## src/rtl/ep0_seq_pkg.sv

```systemverilog
package ep0_seq_pkg;

    typedef enum logic [1:0] {
        PK_SETUP = 2'd0,
        PK_OUT   = 2'd1,
        PK_IN    = 2'd2,
        PK_RSVD  = 2'd3
    } pkt_kind_e;

    typedef enum logic [1:0] {
        STG_IDLE   = 2'd0,
        STG_SETUP  = 2'd1,
        STG_DATA   = 2'd2,
        STG_STATUS = 2'd3
    } stage_e;

    typedef enum logic [2:0] {
        S_IDLE,
        S_SETUP_HOLD,
        S_DATA_WAIT,
        S_DATA_HOLD,
        S_STAT_WAIT,
        S_STAT_HOLD
    } fsm_e;

    typedef struct packed {
        logic        dir_in;
        logic [7:0]  code;
        logic [15:0] wlen;
        logic        ignore;
    } req_t;

    localparam logic [7:0] REQ_SET_CFG = 8'd9;
    localparam logic [7:0] REQ_SET_IF  = 8'd11;

endpackage

```

## src/rtl/ep0_setup_decode.sv

```systemverilog
module ep0_setup_decode
    import ep0_seq_pkg::*;
#(
    parameter int SETUP_BYTES = 8
) (
    input  logic [SETUP_BYTES*8-1:0] raw,
    output req_t                     req
);
    logic [7:0] byte_q [SETUP_BYTES];

    for (genvar g = 0; g < SETUP_BYTES; g++) begin : g_bytes
        assign byte_q[g] = raw[g*8 +: 8];
    end

    logic is_std;
    logic bad_cfg;
    logic bad_alt;

    always_comb begin
        is_std     = (byte_q[0][6:5] == 2'b00);
        bad_cfg    = (byte_q[1] == REQ_SET_CFG) && (byte_q[2] > 8'd1);
        bad_alt    = (byte_q[1] == REQ_SET_IF) && (byte_q[2] != 8'd0);
        req.dir_in = byte_q[0][7];
        req.code   = byte_q[1];
        req.wlen   = {byte_q[7], byte_q[6]};
        req.ignore = is_std && (bad_cfg || bad_alt);
    end
endmodule

```

## src/rtl/ep0_byte_tracker.sv

```systemverilog
module ep0_byte_tracker #(
    parameter int MAX_PKT = 8,
    parameter int CNT_W   = 16,
    localparam int LEN_W  = $clog2(MAX_PKT + 1)
) (
    input  logic             clk,
    input  logic             rst_n,
    input  logic             clear,
    input  logic             add,
    input  logic [LEN_W-1:0] pkt_len,
    input  logic [CNT_W-1:0] want_len,
    output logic             done
);
    logic [CNT_W:0] moved;
    logic [CNT_W:0] sum;

    assign sum = moved + (CNT_W+1)'(pkt_len);

    always_ff @(posedge clk or negedge rst_n) begin
        if (!rst_n) begin
            moved <= '0;
            done  <= 1'b0;
        end else if (clear) begin
            moved <= '0;
            done  <= 1'b0;
        end else if (add) begin
            moved <= sum;
            done  <= (sum >= {1'b0, want_len}) || (pkt_len < LEN_W'(MAX_PKT));
        end
    end
endmodule

```

## src/rtl/ep0_stage_fsm.sv

```systemverilog
module ep0_stage_fsm
    import ep0_seq_pkg::*;
#(
    parameter int MAX_PKT = 8,
    localparam int LEN_W  = $clog2(MAX_PKT + 1)
) (
    input  logic             clk,
    input  logic             rst_n,
    input  logic             pkt_valid,
    input  logic [1:0]       pkt_kind,
    input  logic [LEN_W-1:0] pkt_len,
    input  logic             fw_ack,
    input  logic             has_data,
    input  logic             data_in,
    input  logic             stat_in,
    input  logic             xfer_done,
    output logic             capture,
    output logic             track_add,
    output stage_e           stage,
    output logic             proto_err
);
    fsm_e      st, nxt;
    logic      err_evt;
    pkt_kind_e want_data, want_stat;

    assign want_data = data_in ? PK_IN : PK_OUT;
    assign want_stat = stat_in ? PK_IN : PK_OUT;
    assign capture   = pkt_valid && (pkt_kind == PK_SETUP);

    always_comb begin
        nxt       = st;
        err_evt   = 1'b0;
        track_add = 1'b0;
        if (capture) begin
            nxt = S_SETUP_HOLD;
        end else begin
            unique case (st)
                S_IDLE: nxt = S_IDLE;
                S_SETUP_HOLD: begin
                    if (pkt_valid)   err_evt = 1'b1;
                    else if (fw_ack) nxt = has_data ? S_DATA_WAIT : S_STAT_WAIT;
                end
                S_DATA_WAIT: begin
                    if (pkt_valid) begin
                        if (pkt_kind == want_data) begin
                            track_add = 1'b1;
                            nxt       = S_DATA_HOLD;
                        end else begin
                            err_evt = 1'b1;
                        end
                    end
                end
                S_DATA_HOLD: begin
                    if (pkt_valid)   err_evt = 1'b1;
                    else if (fw_ack) nxt = xfer_done ? S_STAT_WAIT : S_DATA_WAIT;
                end
                S_STAT_WAIT: begin
                    if (pkt_valid) begin
                        if ((pkt_kind == want_stat) && (pkt_len == '0)) nxt = S_STAT_HOLD;
                        else err_evt = 1'b1;
                    end
                end
                S_STAT_HOLD: begin
                    if (pkt_valid)   err_evt = 1'b1;
                    else if (fw_ack) nxt = S_IDLE;
                end
                default: nxt = S_IDLE;
            endcase
            if (err_evt) nxt = S_IDLE;
        end
    end

    // state register
    always_ff @(posedge clk or negedge rst_n) begin
        if (!rst_n) begin
            st        <= S_IDLE;
            proto_err <= 1'b0;
        end else begin
            st <= nxt;
            if (capture)      proto_err <= 1'b0;
            else if (err_evt) proto_err <= 1'b1;
        end
    end

    // stage output
    always_comb begin
        unique case (st)
            S_SETUP_HOLD:             stage = STG_SETUP;
            S_DATA_WAIT, S_DATA_HOLD: stage = STG_DATA;
            S_STAT_WAIT, S_STAT_HOLD: stage = STG_STATUS;
            default:                  stage = STG_IDLE;
        endcase
    end
endmodule

```

## src/rtl/ep0_stage_seq.sv

```systemverilog
module ep0_stage_seq
    import ep0_seq_pkg::*;
#(
    parameter int SETUP_BYTES = 8,
    parameter int MAX_PKT     = 8,
    parameter int CNT_W       = 16,
    localparam int LEN_W      = $clog2(MAX_PKT + 1)
) (
    input  logic                     clk,
    input  logic                     rst_n,
    input  logic                     pkt_valid,
    input  logic [1:0]               pkt_kind,
    input  logic [LEN_W-1:0]         pkt_len,
    input  logic [SETUP_BYTES*8-1:0] setup_bytes,
    input  logic                     fw_ack,
    output logic [1:0]               stage,
    output logic                     data_dir_in,
    output logic                     status_dir_in,
    output logic                     proto_err,
    output logic                     req_dir_in,
    output logic [7:0]               req_code,
    output logic [15:0]              req_len,
    output logic                     req_ignore
);
    req_t   dec, req_q;
    logic   capture, track_add, xfer_done, has_data;
    stage_e stage_e_q;

    ep0_setup_decode #(.SETUP_BYTES(SETUP_BYTES)) u_dec (
        .raw (setup_bytes),
        .req (dec)
    );

    always_ff @(posedge clk or negedge rst_n) begin
        if (!rst_n)       req_q <= '0;
        else if (capture) req_q <= dec;
    end

    assign has_data      = (req_q.wlen != 16'd0);
    assign data_dir_in   = req_q.dir_in;
    assign status_dir_in = has_data ? ~req_q.dir_in : 1'b1;

    ep0_byte_tracker #(.MAX_PKT(MAX_PKT), .CNT_W(CNT_W)) u_trk (
        .clk      (clk),
        .rst_n    (rst_n),
        .clear    (capture),
        .add      (track_add),
        .pkt_len  (pkt_len),
        .want_len (CNT_W'(req_q.wlen)),
        .done     (xfer_done)
    );

    ep0_stage_fsm #(.MAX_PKT(MAX_PKT)) u_fsm (
        .clk       (clk),
        .rst_n     (rst_n),
        .pkt_valid (pkt_valid),
        .pkt_kind  (pkt_kind),
        .pkt_len   (pkt_len),
        .fw_ack    (fw_ack),
        .has_data  (has_data),
        .data_in   (req_q.dir_in),
        .stat_in   (status_dir_in),
        .xfer_done (xfer_done),
        .capture   (capture),
        .track_add (track_add),
        .stage     (stage_e_q),
        .proto_err (proto_err)
    );

    assign stage      = stage_e_q;
    assign req_dir_in = req_q.dir_in;
    assign req_code   = req_q.code;
    assign req_len    = req_q.wlen;
    assign req_ignore = req_q.ignore;
endmodule

```

## config.mk

```make
export PLATFORM = sky130hd
export DESIGN_NAME = ep0_stage_seq
export DESIGN_NICKNAME = d
export VERILOG_FILES = /design/src/rtl/ep0_seq_pkg.sv /design/src/rtl/ep0_setup_decode.sv /design/src/rtl/ep0_byte_tracker.sv /design/src/rtl/ep0_stage_fsm.sv /design/src/rtl/ep0_stage_seq.sv
export SDC_FILE = /design/constraint.sdc
export NUM_CORES = 1
export LEC_CHECK = 0
export BUFFER_PORTS_ARGS = -buffer_cell sky130_fd_sc_hd__buf_2
export CAP_MARGIN = 30
export CELL_PAD_IN_SITES_DETAIL_PLACEMENT = 0
export CELL_PAD_IN_SITES_GLOBAL_PLACEMENT = 1
export CORE_MARGIN = 4
export CORE_UTILIZATION = 40
export DETAILED_ROUTE_END_ITERATION = 6
export GPL_TIMING_DRIVEN = 0
export PLACE_DENSITY = 0.95
export SKIP_CTS_REPAIR_TIMING = 1
export SLEW_MARGIN = 5
export SYNTH_ARGS = -nofsm -noshare
export SYNTH_HDL_FRONTEND = slang
export SYNTH_SLANG_ARGS = --single-unit
```

## constraint.sdc

```tcl
create_clock -name clk -period 5.3 [get_ports clk]
set_clock_uncertainty 0.1 [all_clocks]
set_input_delay 0.265 -clock clk [delete_from_list [all_inputs] [get_ports clk]]
set_output_delay 0.265 -clock clk [all_outputs]
set_load 0.03 [all_outputs]
```

# --- Word-level counts from Yosys, hierarchy flattened ---
# Index checks and enable logic that the tools add are counted.
word_totals:
  regBits: 48
  in_bits: 74
  out_inout_bits: 31
  word_cells: 87
op_classes:
  addsub: 1
  order_cmp: 3
  n_eq_ne: 19
  n_mux: 37
  bitwise: 1
  n_reduce_logical: 18
ops:
  columns: ["cell", "n"]
  rows:
  - ["$mux W3", 14]
  - ["$mux W17", 2]
  - ["$ne A4 B3 Y1 const B", 8]
  - ["$add A17 B4 Y17", 1]
  - ["$ge A17 B16 Y1", 1]
  - ["$eq A8 B4 Y1 const B", 2]
  - ["$mux W1", 16]
  - ["$reduce_bool A16 Y1", 1]
  - ["$pmux W3 S5", 1]
  - ["$reduce_and A10 Y1", 1]
  - ["$gt A8 B1 Y1 const B", 1]
  - ["$ne A4 B2 Y1 const B", 2]
  - ["$reduce_bool A8 Y1", 1]
  - ["$eq A3 B2 Y1 const B", 2]
  - ["$eq A3 B3 Y1 const B", 2]
  - ["$pmux W2 S3", 1]
  - ["$logic_and A1 B1 Y1", 5]
  - ["$eq A2 B2 Y1", 2]
  - ["$logic_not A2 Y1", 2]
  - ["$logic_not A4 Y1", 1]
  - ["$lt A4 B4 Y1 const B", 1]
  - ["$mux W2", 2]
  - ["$reduce_bool A2 Y1", 2]
  - ["$reduce_or A2 Y1", 2]
  - ["5 further kinds", 6]

# --- Depth between registers and ports, before layout ---
logic_depth:
  word_depth: 12
  mapped_depth: 13
  mapped_depth_nobuf: 13

# --- Modules after synthesis ---
# From an unflattened synthesis, not the netlist that was laid out.
unflattened:
  cells_unflattened: 348
  hier_area_um2: 3493.4
modules_own_cells:
  columns: ["mod", "instances", "cells_per_inst", "area_per_inst_um2", "seq_area_each_um2"]
  rows:
  - ["ep0_byte_tracker", 1, 194, 1684.1, 450.4]
  - ["ep0_stage_seq", 1, 64, 1112.3, 650.6]
  - ["ep0_stage_fsm", 1, 57, 459.2, 100.1]
  - ["ep0_setup_decode", 1, 33, 237.7, 0.0]

# --- Worst setup path after synthesis ---
# No wires, ideal clock.
synth_timing:
  path_type: "register to register"
  startpoint: "register u_trk.moved[0]"
  endpoint: "register u_trk.done"
  setup_time_ns: 0.140
  arrival_time_ns: 3.098
  required_time_ns: 5.060
  setup_slack_ns: 1.961
  stages_incl_launch_ff: 14
  n_path_buf: 0
  synth_period_minus_slack_ns: 3.339
  cell_sequence: "dfrtp_1 -> ha_1 -> inv_1 -> fa_1 -> nand2b_1 -> a211oi_1 -> nand3_1 -> xnor2_1 -> ha_1 -> and2_1 -> a221o_1 -> a221o_1 -> o221ai_1 -> a32oi_1"
synth_between:
  elab_chain_cells: 5
synth_rtl:
  columns: ["element", "line", "text"]
  rows:
  - ["from (decl)", "ep0_byte_tracker.sv:14", "logic [CNT_W:0] moved;"]
  - ["from (signal assigned)", "ep0_byte_tracker.sv:27", "moved <= sum;"]
  - ["$add A17 B4 Y17", "ep0_byte_tracker.sv:17", "assign sum = moved + (CNT_W+1)'(pkt_len);"]
  - ["$ge A17 B16 Y1", "ep0_byte_tracker.sv:28", "done <= (sum >= {1'b0, want_len}) || (pkt_len < LEN_W'(MAX_PKT));"]
  - ["$logic_or A1 B1 Y1", "ep0_byte_tracker.sv:28", null]
  - ["$mux W1", "ep0_byte_tracker.sv:26", "end else if (add) begin"]
  - ["$mux W1", "ep0_byte_tracker.sv:23", "end else if (clear) begin"]
  - ["to (signal assigned)", "ep0_byte_tracker.sv:28", null]
  - ["to (decl)", "ep0_byte_tracker.sv:12", "output logic done"]
# No other way between the ends. The select of a mux whose other input is x is not followed.
# A chain may end at the register's enable or synchronous reset.

# --- Worst setup path after layout ---
# Same ends and word-level chain as after synthesis.

==> summary.md <==
| Metric | Value |
|---|---|
| Status | `completed` |
| Clock Tree Buf Depth | `2` |
| Seq pwr share | `42.7%` |
| Simple-Gate Fraction of Synth Area | `20.8%` |
| XOR/XNOR Fraction of Synth Area | `4.63%` |
| Worst setup EP type | `flop` |
| Number of global-route vias before repair | `2602` |
| Clk network pwr share | `22.4%` |
| Combinational power share | `34.9%` |
| PD cells | `287 nW/µm²` |
| Synthesized net count | `432` |
| Hold crit path type | `input pin to flop` |
| Adder-cell share of the synthesized area | `8.93%` |
| Max-slew headroom | `50.1%` |
| Largest family of logic cells by synthesized area | `simple AND/OR/NAND/NOR gates` |
| Core area | `7290 µm²` |
| GP Congestion | `0.872` |
| Clk slew on worst S/H paths | `90 ps` |
| WL final | `7700 µm` |
| Pin count of the biggest net entering global routing | `35` |
| Final min period | `3920 ps` |
| CTS Buf Count | `5` |
| Total power | `1.05 mW` |
| Gr usage total | `17.0%` |
| Post-synthesis register bit count | `48` |
| Sequential area share after synthesis | `39.7%` |
| Drt drc | `0` |
| Post-synth top cells | `nand2_1, dfrtp_1, inv_1` |
| DIE AREA | `9030 µm²` |
| Port bufs | `75` |
| Dpl hpwl | `6080 µm` |
| Mux contribution to synthesized area | `1.49%` |
| Worst-Margin Slew | `742 ps` |
| Mapped Cells | `337` |
| Clk root buf | `clkbuf_8` |
| Gr ovfl total | `0` |
| Chip Width | `95.0 µm` |
| Max-slew violations | `0` |
| Crit path launch | `u_trk.moved[0]` |
| Worst Setup Start Kind | `flop` |
| Post-synthesis compound-gate area fraction | `18.6%` |
| Post-DR vias/cell | `5.33` |
| Internal power | `0.647 mW` |
| Maximum fanout along the worst path | `5` |
| Fin. Hold Viols | `0` |
| Post-synthesis instance area | `3030 µm²` |
| Hold wc startpoint | `setup_bytes[7]` |
| Area leader, netlist | `dfrtp_1` |
| Synth Warn # | `0` |
| Worst EP arrival | `3990 ps` |
| Post-synthesis cell type count | `61` |
| FP Rows | `31` |
| Async set or reset register ratio after synthesis | `100%` |
| Routed WL per cell | `14.8 µm` |
| Critical Path RT | `5370 ps` |
| IO Pins | `105` |
| Routed via count | `2776` |
| Highest clock rate | `255 MHz` |
| P_sw | `0.403 mW` |
| Switching share of total power | `38.4%` |
| Final #Nets | `516` |
| Worst hold slack | `51.2 ps` |
| Top FF cell, synth | `dfrtp_1` |
| Syn Area/Cell | `8.98 µm²` |
| H-tree Lvls | `2` |
| Ratio of cells with drive above 1 in the final layout | `24.2%` |
| Number of synthesized flops with an enable pin | `0` |
| Number of iterations in the first detailed-routing pass | `4` |
| Peak VDD IR | `0.0985 mV` |
| TritonCTS clock tree | `done` |
| Initial antenna violation count | `0` |
| Final setup viols | `0` |
| ANT nets after route | `0` |
| Setup CP Type | `flop to flop` |
| First-pass GRT wire length | `12100 µm` |
| Final Cycle Share | `73.9%` |
| Die Ht | `95.0 µm` |
| Diodes inserted | `0` |
| Top cell type's share of synthesized area | `39.7%` |
| Clock tree sinks | `48` |
| Initial Utilization | `41.5%` |
| Area Overhead vs Synth | `20.7%` |
| MaxCap Viol Count | `0` |
| TNS Setup | `0 ps` |
| Initial DRC count | `105` |
| Worst R2R Start | `u_trk.moved[0]` |
| Leakage power | `1.80 nW` |
| Count leader, synth | `nand2_1` |
| Clock latency on the worst-skew pair | `310 ps` |
| RSZ-0062 raised after global routing | `no` |
| Top post-synthesis cells by area | `dfrtp_1, ha_1, nand2_1, xnor2_1, o21ai_1` |
layer usage:
layer	up-vias	GRT usage [%]	wire, µm
met5	-	0	0
met4	0	4.81	93
met3	11	2.87	478
met2	81	27.5	3690
met1	1321	23.4	3440
li1	1363	-	-
state kept, by name (all words and copies together) (netlist names):
| signal | cells |
|---|---|
| u_fsm.proto_err | 1 |
| req_code | 8 |
| u_trk.moved | 17 |
| data_dir_in | 1 |
| u_trk.done | 1 |
| req_ignore | 1 |
| u_fsm.st | 3 |
| req_len | 16 |
kinds of logic (layout without fill, tap and decap cells):
logic type / after synthesis / in the layout
and+or+nand+nor: 122 / 122
adders and majority gates: 21 / 21
buffers and inverters: 43 / 128
DFF: 48 / 48
muxes: 4 / 4
xor gates and xnor gates: 16 / 16
AOI/OAI and AO/OA: 83 / 83
power groups by stage:
stage / clock network, mW / logic [mW] / registers [mW]
2_1_floorplan: 0 / 0.182 / 0.517
3_3_place_gp: 0 / 0.358 / 0.454
3_5_place_dp: 0 / 0.368 / 0.456
4_1_cts: 0.245 / 0.369 / 0.448
5_1_grt: 0.257 / 0.402 / 0.455
6_report: 0.236 / 0.367 / 0.448
critical path, stage by stage (launching register included):
cell and delay (ps):
dfrtp_1 370, ha_1 200, inv_1 70, fa_1 400, nand2b_1 180, a211oi_1 610
nand3_1 220, xnor2_1 280, ha_1 290, and2_1 150, a221o_1 290, a221o_1 300
o221ai_1 200, a32oi_1 120
stage by stage:
step                      instances  utilization [%]  instance area, µm²  setup WS [ps]
after global routing            521             50.1                3650           1170
final                           521             50.1                3650           1380
after global placement          511             48.4                3530           1460
after floorplan                 337                -                3030           1960
after CTS                       520             50.0                3640           1440
after detailed placement        512             48.6                3550           1480
worst paths after layout:
path                       slack [ps]  cells after the start           to
setup / recovery                 1380                     13   u_trk.done
hold / removal                     50                      3  data_dir_in
setup reg to reg                 1380                     13   u_trk.done
hold reg to reg                   380                      2  req_code[7]
max in group asynchronous        4300                      3   req_len[9]
min in group asynchronous         300                      2  req_code[1]
cell type report:
type / instances / area, µm²
tap: 99 / 124
sequential: 48 / 1200
timing repair buffer: 77 / 405
clock inverter: 2 / 15.0
buffer: 18 / 83.8
inverter: 25 / 93.8
multi-input combinational: 246 / 1650
clock buffer: 6 / 82.6
fill: 713 / 3640
placed cells by master (no fill, tap or decap), types with 6 or more instances in the layout:
cell type and n:
a21oi_1 9, buf_2 79, clkbuf_1 12, clkbuf_8 6, dfrtp_1 48, ha_1 20, inv_1 24, nand2_1 55
nand3_1 7, nand4_1 9, nor2_1 14, o21ai_0 13, o21ai_1 18, o31ai_1 8, xnor2_1 12
(Power assumes the default switching activity.)
